### config.mk
export PLATFORM = sky130hd
export DESIGN_NAME = exc_cause_sel
export DESIGN_NICKNAME = d
export VERILOG_FILES = /design/src/rtl/exc_sel_pkg.sv /design/src/rtl/exc_mask_filter.sv /design/src/rtl/exc_rank_pick.sv /design/src/rtl/exc_pick_reg.sv /design/src/rtl/exc_cause_sel.sv
export SDC_FILE = /design/constraint.sdc
export NUM_CORES = 1
export LEC_CHECK = 0
export ABC_AREA = 0
export CORE_AREA = 5 5 42 44
export CTS_BUF_LIST = sky130_fd_sc_hd__clkbuf_16
export CTS_CLUSTER_SIZE = 20
export DETAILED_ROUTE_END_ITERATION = 8
export DIE_AREA = 0 0 47 49
export PLACE_DENSITY = 0.65
export SYNTH_ARGS = -nofsm -noshare
export SYNTH_HDL_FRONTEND = slang
export SYNTH_SLANG_ARGS = --single-unit
### constraint.sdc
create_clock -name clk_i -period 1.7 [get_ports clk_i]
set_clock_uncertainty 0.15 [all_clocks]
set_input_delay 0.255 -clock clk_i [delete_from_list [all_inputs] [get_ports clk_i]]
set_output_delay 0.255 -clock clk_i [all_outputs]
set_load 0.005 [all_outputs]
### src/rtl/exc_sel_pkg.sv
package exc_sel_pkg;

    localparam int VEC_W      = 16;
    localparam int CAUSE_W    = $clog2(VEC_W);
    localparam int NUM_RANKED = 14;

    // Eligibility masks: all defined causes (10 and 14 undefined), and the fetch/decode subset.
    localparam logic [VEC_W-1:0] ALL_MASK   = 16'hBBFF;
    localparam logic [VEC_W-1:0] FRONT_MASK = 16'h1007;

    // Ranking, highest first.
    localparam logic [CAUSE_W-1:0] RANK_ORDER [NUM_RANKED] = '{
        4'd3, 4'd12, 4'd1, 4'd2, 4'd0, 4'd11, 4'd9,
        4'd8, 4'd6, 4'd4, 4'd15, 4'd13, 4'd7, 4'd5
    };

    typedef enum logic {
        MODE_ALL   = 1'b0,
        MODE_FRONT = 1'b1
    } sel_mode_e;

    typedef struct packed {
        logic               valid;
        logic [CAUSE_W-1:0] cause;
    } pick_t;

endpackage

### src/rtl/exc_mask_filter.sv
module exc_mask_filter
    import exc_sel_pkg::*;
#(
    parameter int               W     = VEC_W,
    parameter logic [W-1:0]     MASK_A = ALL_MASK,
    parameter logic [W-1:0]     MASK_F = FRONT_MASK
) (
    input  logic [W-1:0] raw_i,
    input  sel_mode_e    mode_i,
    output logic [W-1:0] elig_o
);

    for (genvar b = 0; b < W; b++) begin : g_bit
        if (MASK_A[b] && MASK_F[b]) begin : g_both
            assign elig_o[b] = raw_i[b];
        end else if (MASK_A[b]) begin : g_full_only
            assign elig_o[b] = raw_i[b] & (mode_i == MODE_ALL);
        end else if (MASK_F[b]) begin : g_front_only
            assign elig_o[b] = raw_i[b] & (mode_i == MODE_FRONT);
        end else begin : g_never
            assign elig_o[b] = 1'b0;
        end
    end

endmodule

### src/rtl/exc_rank_pick.sv
module exc_rank_pick
    import exc_sel_pkg::*;
#(
    parameter int W  = VEC_W,
    parameter int CW = CAUSE_W,
    parameter int NR = NUM_RANKED
) (
    input  logic [W-1:0] elig_i,
    output pick_t        pick_o
);

    // Walk from lowest rank upward so the highest-ranked raised flag is written last.
    always_comb begin
        pick_o = '0;
        for (int r = NR - 1; r >= 0; r--) begin
            if (elig_i[RANK_ORDER[r]]) begin
                pick_o.valid = 1'b1;
                pick_o.cause = RANK_ORDER[r];
            end
        end
    end

endmodule

### src/rtl/exc_pick_reg.sv
module exc_pick_reg
    import exc_sel_pkg::*;
(
    input  logic  clk_i,
    input  logic  rst_ni,
    input  pick_t d_i,
    output pick_t q_o
);

    always_ff @(posedge clk_i or negedge rst_ni) begin
        if (!rst_ni) begin
            q_o <= '0;
        end else begin
            q_o <= d_i;
        end
    end

    // the held copy is the previous cycle's selection.
    p_held_follows_r6: assert property (@(posedge clk_i) disable iff (!rst_ni)
        $past(rst_ni) |-> q_o == $past(d_i));

    // a not-valid held value carries cause 0.
    p_held_idle_zero_r5: assert property (@(posedge clk_i) disable iff (!rst_ni)
        !q_o.valid |-> q_o.cause == '0);

endmodule

### src/rtl/exc_cause_sel.sv
module exc_cause_sel
    import exc_sel_pkg::*;
(
    input  logic               clk_i,
    input  logic               rst_ni,
    input  logic [VEC_W-1:0]   flags_i,
    input  logic               fe_only_i,
    output logic               pick_valid_o,
    output logic [CAUSE_W-1:0] pick_cause_o,
    output logic               held_valid_o,
    output logic [CAUSE_W-1:0] held_cause_o
);

    sel_mode_e          mode;
    logic [VEC_W-1:0]   elig;
    pick_t              pick;
    pick_t              held;

    assign mode = fe_only_i ? MODE_FRONT : MODE_ALL;

    exc_mask_filter u_filter (
        .raw_i  (flags_i),
        .mode_i (mode),
        .elig_o (elig)
    );

    exc_rank_pick u_pick (
        .elig_i (elig),
        .pick_o (pick)
    );

    exc_pick_reg u_hold (
        .clk_i  (clk_i),
        .rst_ni (rst_ni),
        .d_i    (pick),
        .q_o    (held)
    );

    assign pick_valid_o = pick.valid;
    assign pick_cause_o = pick.cause;
    assign held_valid_o = held.valid;
    assign held_cause_o = held.cause;

    // a reported cause always has its flag raised.
    p_cause_raised_r1: assert property (@(posedge clk_i) disable iff (!rst_ni)
        pick_valid_o |-> flags_i[pick_cause_o]);

    // front-end mode reports only fetch/decode causes.
    p_front_subset_r3: assert property (@(posedge clk_i) disable iff (!rst_ni)
        (fe_only_i && pick_valid_o) |->
            (pick_cause_o == 4'd0 || pick_cause_o == 4'd1 ||
             pick_cause_o == 4'd2 || pick_cause_o == 4'd12));

    // undefined positions are never reported.
    p_no_undef_r4: assert property (@(posedge clk_i) disable iff (!rst_ni)
        pick_valid_o |-> (pick_cause_o != 4'd10 && pick_cause_o != 4'd14));

    // nothing reported carries cause 0.
    p_idle_zero_r5: assert property (@(posedge clk_i) disable iff (!rst_ni)
        !pick_valid_o |-> pick_cause_o == '0);

    // a raised breakpoint in full mode always wins.
    p_break_top_r2: assert property (@(posedge clk_i) disable iff (!rst_ni)
        (!fe_only_i && flags_i[3]) |-> (pick_valid_o && pick_cause_o == 4'd3));

endmodule

### Yosys cells after proc, flatten, opt, wreduce, memory -nomap -nowiden

Index checks and enable logic that the tools add are counted.

| storage, ports and cells | value |
|---|---|
| logic and storage cells | 28 |
| flip-flop bits (word level) | 5 |
| input bits | 19 |
| output and inout bits | 10 |

| cells by class | value |
|---|---|
| bitwise logic cells | 11 |
| mux-type cells | 15 |

Operators with widths:

| kind | number |
|---|---|
| $mux 5 | 14 |
| $and 1x1->1 | 10 |
| $mux 1 | 1 |
| $not 1->1 | 1 |

### Depth between registers and ports, before layout

Gate-level depths: netlist (run 1).

| logic depth | value |
|---|---|
| depth in word-level cells | 17 |
| gate-level depth with buffers | 4 |
| depth with buffers taken out | 4 |

### Hierarchy

A second synthesis (run 1) with hierarchy kept.

| unflattened totals | value |
|---|---|
| cells, all modules | 46 |
| area total of the unflattened synthesis | 407.9 um2 |

By module, submodules not included:

| module | area an instance (um2) | cells each | times used | sequential area each (um2) |
|---|---|---|---|---|
| exc_rank_pick | 171.4 | 24 | 1 | 0.0 |
| exc_pick_reg | 125.1 | 5 | 1 | 125.1 |
| exc_mask_filter | 111.4 | 17 | 1 | 0.0 |

### Worst setup path after synthesis (run 1)

OpenSTA, ideal clock, no wires.

| timing | value |
|---|---|
| path type | input -> output |
| start | input flags_i[3] |
| end | output pick_cause_o[0] |
| path buffers | 0 |
| stages on the path | 3 |
| arrival time | 0.971 ns |
| setup slack | 0.324 ns |
| required time | 1.295 ns |
| cells stage by stage | or3_1 a221oi_1 a21oi_1 |

| between the ends | value |
|---|---|
| longest elaborated chain between the ends | 2 |

RTL lines:

| what | RTL line | text |
|---|---|---|
| start, declared | exc_cause_sel.sv:6 | `input logic [VEC_W-1:0] flags_i,` |
| $and 1x1->1 | exc_mask_filter.sv:17 | `assign elig_o[b] = raw_i[b] & (mode_i == MODE_ALL);` |
| $mux 5 | exc_rank_pick.sv:16 | `if (elig_i[RANK_ORDER[r]]) begin` |
| end, declared | exc_cause_sel.sv:9 | `output logic [CAUSE_W-1:0] pick_cause_o,` |

No other way between the ends.

### Worst setup path in the final report (run 1)

| timing | value |
|---|---|
| start | input flags_i[0] |
| end | output pick_cause_o[3] |

| between the ends | value |
|---|---|
| longest elaborated chain between the ends | 5 |

RTL lines:

| what | RTL line |
|---|---|
| $mux 5 (5 in a row) | exc_rank_pick.sv:16 |

No other way between the ends.

==> results of run 1 <==
-- Yosys cell counts, drive strengths merged (2+ instances only) --
cell type	count	area share, %
nor2	9	11
dfrtp	5	42
nor3	5	8.5
a21oi	4	6.8
inv	2	2.5
-- worst paths after layout --
kind                              endpoint         from  slack (ns)  cells past startpoint
max                        pick_cause_o[3]   flags_i[0]        0.02                      8
min                          u_hold.q_o[0]       rst_ni        0.11                      1
max in group asynchronous    u_hold.q_o[4]       rst_ni        1.09                      1
min in group clk_i           u_hold.q_o[1]  flags_i[11]        0.24                      4
-- timing repair --
| item | CTS | global route |
|---|---|---|
| pin swaps | 12 | 9 |
| setup endpoints to repair | 5 | 6 |
| gates resized for setup | 66 | 26 |
| buffers inserted | 14 | 2 |
-- cells by family after synthesis --
family	count (synthesis)	share of synthesized area, %
buf+inv	2	2.54
simple gates	19	29.2
compound gates	11	25.9
flops	5	42.4
-- critical path: cells and delay by family --
family	cells	cell delay (ns)
buffers and inverters	5	0.66
AND/OR/NAND/NOR	2	0.29
AO/OA/AOI/OAI	1	0.07
-- layout make-up --
cell class              instances  share of cell area, %
clock inverters                 1                  0.448
inverters                       2                  0.897
well taps                      16                   2.39
multi-input cells              30                   33.0
flip-flops and latches          5                   14.9
repair buffers                 46                   39.3
clock buffers                   3                   8.97
-- routing by layer --
layer  wire length [um]  up-vias
met5                  0        -
li1                   -      239
met3                201        5
met4                 37        0
met2                634       28
met1                519      241
-- cell usage in the layout (no fill, tap or decap), types with 3 or more instances in the layout --
master / count
clkdlybuf4s50_1: 6
clkbuf_16: 3
buf_4: 19
a21oi_2: 3
nor2_1: 6
clkbuf_2: 9
buf_2: 8
nor3_2: 3
dfrtp_1: 5
inv_1: 3
-- per-stage QoR --
step	util (%)	setup TNS, ns	hold WS [ns]	setup WS [ns]	cell area [um^2]
2_1_floorplan	-	0	-0.191	0.324	295
3_3_place_gp	43.8	-2.97	0.345	-0.667	613
3_5_place_dp	43.8	-2.99	0.349	-0.691	613
4_1_cts	58.6	0	0.112	0.00426	821
5_1_grt	59.7	-0.174	0.133	-0.117	837
6_report	59.7	0	0.110	0.0233	837
-- report_power, final --
| part | leakage, nW | internal, W | switching, W |
|---|---|---|---|
| Clock | 0.0423 | 0.000305 | 0.0000797 |
| Sequential | 0.0582 | 0.000128 | 0.00000186 |
| Combinational | 0.286 | 0.0000852 | 0.0000699 |
==> results.tsv, run 1 <==
stage	metric	value	unit
synthesis	Synth Flop Type	dfrtp_1	
synthesis	unique cell type count in the Yosys netlist	17	
detailed_routing	router iterations before antenna repair	2	
critical_path	CP required	1.29	ns
critical_path	most frequent CP cell	buf_4	
critical_path	worst-path cell chain	clkdlybuf4s15_1 -> nor3_2 -> buf_4 -> buf_4 -> buf_4 -> a31oi_1 -> nor2_1 -> buf_2	
finish	area occupied by multi-input gates	277	um^2
finish	Final nets	107	
detailed_routing	final wirelength	1390	um
grt	met2 usage	19.7	%
clock_tree	CTS tree	built	
grt	grt met3 use	4.43	%
die	Starting Density	21.1	%
die	Die Span Y	49	um
finish	Non-Filler Instances	103	
power_and_ir_drop	PD cells	799	nW/um^2
power_and_ir_drop	VDD IR-drop max	0.371	mV
critical_path	Worst Setup End Kind	primary output	
critical_path	CP Max Fanout	2	
grt	first-pass GRT wire length	2070	um
clock_tree	Max Buffers Root-to-Sink	2	
finish	max reg flops	5	
detailed_routing	vias	513	
run_status	status	complete, no violations	
min_path	hold crit path type	input port to asynchronous set/reset pin	
finish	Largest Register	u_hold.q_o	
synthesis	Post-Synthesis Cells	37	
timing	Slew @ Worst Pin	0.335	ns
timing	max-slew violations	0	
clock_tree	root buffer cell	clkbuf_16	
synthesis	Yosys warning count	0	
timing	unrepaired setup endpoints after global routing	yes	
timing	Rel. slew slack	77.6	%
critical_path	Worst setup SP type	input port	
synthesis	Post-synth EDFFs	0	
timing	Fmax achieved	596	MHz
synthesis	Async SR Flop Fraction	100	%
timing	Tmin final	1.68	ns
power_and_ir_drop	PnR Total Power	0.000669	W
clock_tree	cts hold-fix bufs	0	
critical_path	Worst EP arrival	1.27	ns
grt	GR peak layer	met2	
grt	grt ovf	0	
die	Die Wd	47	um
detailed_routing	Iter 0 DRT Violations	7	
finish	Layout area overhead	183	%
finish	sequential cell area	125	um^2
timing	fin crit share	98.6	%
detailed_routing	DR WL/cell	13.5	um
finish	fraction of layout cells with a size suffix above 1	66.7	%
placed_design	DP Wirelength	851	um
power_and_ir_drop	Leak Pwr	0.387	nW
critical_path	Setup CP Type	input port to primary output	
clock_tree	# H-tree levels	1	
critical_path	Crit-path slowest cell	clkdlybuf4s15_1	
die	I/O Pins	29	
clock_tree	CTS buffer count	3	
clock_tree	CTS sink count	5	
detailed_routing	DRC Markers	0	
clock_tree	clock-pin slew on the worst setup and hold paths	0.03	ns
die	Die Area	2300	um^2
synthesis	#FFs+latches synth	5	
timing	Final Hold Viols	0	
placed_design	Cells after DPL	84	
critical_path	crit-path max cell delay	0.20	ns
detailed_routing	Post-DRT Antenna Nets	0	
timing	final setup vio count	0	
die	Rows	14	
grt	largest net degree at the start of global routing	7	
synthesis	Mapped Area	295	um^2
synthesis	register area share after synthesis	42.4	%
grt	initial antenna violation count	0	
finish	ANT cells	0	
grt	Total Routing Usage GR	12.8	%
grt	vias in the first global route	502	
finish	biggest regs	u_hold.q_o x5	
finish	# fillers	128	
die	Core Area	1400	um^2
placed_design	Placer Congestion	0.713	
synthesis	Post-Syn Nets	56	
flow_run	Max Cap Viol	0	
synthesis	syn_area_per_cell	7.98	um^2
placed_design	# port buffers	26	
detailed_routing	via density per instance	4.98	
grt	met1 Track Usage GR	13.5	%
(Power assumes the default switching activity.)
==> run 2: changes to the inputs <==
--- a/config.mk
+++ b/config.mk
@@ -8,7 +8,7 @@
 export ABC_AREA = 0
 export CORE_AREA = 5 5 42 44
 export CTS_BUF_LIST = sky130_fd_sc_hd__clkbuf_16
-export CTS_CLUSTER_SIZE = 20
+export CTS_CLUSTER_SIZE = 8
 export DETAILED_ROUTE_END_ITERATION = 8
 export DIE_AREA = 0 0 47 49
 export PLACE_DENSITY = 0.65
==> results of run 2 <==
No change in the layout: final DEF, timing and power equal those of run 1.
==> run 3: changes to the inputs <==
--- a/config.mk
+++ b/config.mk
@@ -12,6 +12,7 @@
 export DETAILED_ROUTE_END_ITERATION = 8
 export DIE_AREA = 0 0 47 49
 export PLACE_DENSITY = 0.65
+export SETUP_SLACK_MARGIN = 0.1
 export SYNTH_ARGS = -nofsm -noshare
 export SYNTH_HDL_FRONTEND = slang
 export SYNTH_SLANG_ARGS = --single-unit
==> run 3 against run 2 <==
Compared with the run above: global-route usage grew 0.15 points; power increased by 2.3%; final cell count rose by 0.97%; maximum frequency is 2.7% higher; final area rose by 6.4%; clock-buffer cell count stayed put; sequential share of layout area is 0.90 points lower; critical endpoint is now pick_cause_o[0].
==> results.tsv, run 3 (synthesized netlist as in run 1, its figures left out) <==
stage	metric	value	unit
critical_path	CP Max Fanout	2	
detailed_routing	vias	497	
timing	Final Hold Viols	0	
finish	max reg flops	5	
die	I/O Pins	29	
die	Die Wd	47	um
critical_path	Setup CP Type	input port to primary output	
grt	initial antenna violation count	0	
die	Rows	14	
power_and_ir_drop	Int Power	0.000528	W
clock_tree	CTS sink count	5	
clock_tree	clock-pin slew on the worst setup and hold paths	0.03	ns
detailed_routing	Iter 0 DRT Violations	4	
finish	# fillers	120	
timing	Fmax achieved	612	MHz
placed_design	placed cell areas	613	um^2
grt	grt ovf	0	
critical_path	Worst EP arrival	1.23	ns
finish	Largest Register	u_hold.q_o	
timing	max-slew violations	0	
min_path	hold crit path type	input port to asynchronous set/reset pin	
grt	largest net degree at the start of global routing	7	
detailed_routing	router iterations before antenna repair	2	
die	Core Area	1400	um^2
critical_path	Worst Setup End Kind	primary output	
timing	Slew @ Worst Pin	0.270	ns
placed_design	DP Wirelength	851	um
finish	ANT cells	0	
clock_tree	# H-tree levels	1	
die	Die Span Y	49	um
timing	final hold slack	0.108	ns
die	Die Area	2300	um^2
finish	biggest regs	u_hold.q_o x5	
finish	Final nets	108	
timing	unrepaired setup endpoints after global routing	yes	
power_and_ir_drop	clock group share of total power	56.0	%
timing	final setup vio count	0	
grt	vias in the first global route	498	
timing	Tmin final	1.63	ns
detailed_routing	DR WL/cell	13.9	um
finish	final std cell area, no fill	891	um^2
clock_tree	root buffer cell	clkbuf_16	
power_and_ir_drop	PD cells	769	nW/um^2
timing	Rel. slew slack	81.8	%
power_and_ir_drop	combinational power share	25.0	%
critical_path	crit-path max cell delay	0.38	ns
placed_design	Placer Congestion	0.713	
clock_tree	CTS buffer count	3	
finish	commonest non-fill, non-tap cell in the layout	buf_4	
detailed_routing	via density per instance	4.78	
detailed_routing	Post-DRT Antenna Nets	0	
die	Starting Density	21.1	%
finish	fraction of layout cells with a size suffix above 1	72.7	%
power_and_ir_drop	Sw Pwr	0.000157	W
clock_tree	CTS tree	built	
grt	first-pass GRT wire length	2120	um
power_and_ir_drop	VDD IR-drop max	0.394	mV
grt	Total Routing Usage GR	12.9	%
critical_path	worst-path cell chain	buf_6 -> or3_4 -> a221oi_4 -> a21oi_2 -> buf_2	
clock_tree	Max Buffers Root-to-Sink	2	
power_and_ir_drop	Net Sw Frac	22.9	%
flow_run	Max Cap Viol	0	
critical_path	Crit-path slowest cell	or3_4	
power_and_ir_drop	Seq pwr share	18.9	%
run_status	status	complete, no violations	
critical_path	Worst setup SP type	input port	
critical_path	CP required	1.29	ns
detailed_routing	final wirelength	1450	um
finish	commonest cells after routing, fill and taps aside	22 x buf_4, 9 x buf_2, 6 x clkdlybuf4s50_1	
placed_design	# port buffers	26	
power_and_ir_drop	Leak Pwr	0.406	nW
detailed_routing	DRC Markers	0	
finish	Layout area overhead	202	%
timing	fin crit share	96.1	%
[run 3: power groups by stage]
stage	Sequential [W]	Combinational, W	Clock, W
5_1_grt	0.000130	0.000186	0.000400
2_1_floorplan	0.000132	0.0000278	0
3_3_place_gp	0.000131	0.000123	0
4_1_cts	0.000130	0.000146	0.000390
6_report	0.000130	0.000171	0.000384
3_5_place_dp	0.000131	0.000124	0
[run 3: area by class of cell]
| type | count | area [um^2] | share of cell area [%] |
|---|---|---|---|
| clock buffers | 3 | 75.1 | 8.43 |
| repair buffers | 47 | 352 | 39.5 |
| flip-flops and latches | 5 | 125 | 14.0 |
| inverters | 2 | 7.51 | 0.843 |
| well taps | 16 | 20.0 | 2.25 |
| clock inverters | 1 | 3.75 | 0.421 |
| multi-input cells | 30 | 308 | 34.6 |
[run 3: layer usage]
metal	track usage [%]	share of wire, %	vias to the layer above
met3	4.80	14	5
met5	0	0	-
met2	20.6	46	28
met1	12.9	37	225
li1	-	-	239
met4	9.68	2.6	0
[run 3: what timing repair did]
| item | 4_1_cts | 5_1_grt |
|---|---|---|
| gates cloned | 0 | 0 |
| buffers inserted | 14 | 3 |
| pin swaps | 14 | 13 |
| gates resized for setup | 90 | 23 |
| hold buffers | 0 | 0 |
| setup endpoints to repair | 5 | 6 |
[run 3: final timing paths]
check / start / end / slack [ns] / cells past startpoint
max: flags_i[3] / pick_cause_o[0] / 0.07 / 5
min: rst_ni / u_hold.q_o[0] / 0.11 / 1
max in group asynchronous: rst_ni / u_hold.q_o[4] / 1.09 / 1
min in group clk_i: flags_i[12] / u_hold.q_o[2] / 0.32 / 3
[run 3: metrics by stage]
step | utilization [%] | TNS, ns | worst slack (ns) | cells | total power (W)
after detailed placement | 43.8 | -2.99 | -0.691 | 84 | 0.000255
after global placement | 43.8 | -2.97 | -0.667 | 84 | 0.000254
final | 63.6 | 0 | 0.0668 | 104 | 0.000685
after floorplan | - | 0 | 0.324 | 37 | 0.000160
after global routing | 63.6 | 0 | 0.00593 | 104 | 0.000717
after CTS | 59.7 | 0 | 0.0973 | 101 | 0.000666
[run 3: worst max-delay path: cells and delay by family]
kind                   cells  cell delay, ns
and+or+nand+nor            1            0.38
AOI/OAI and AO/OA          2            0.37
buffers and inverters      2            0.22
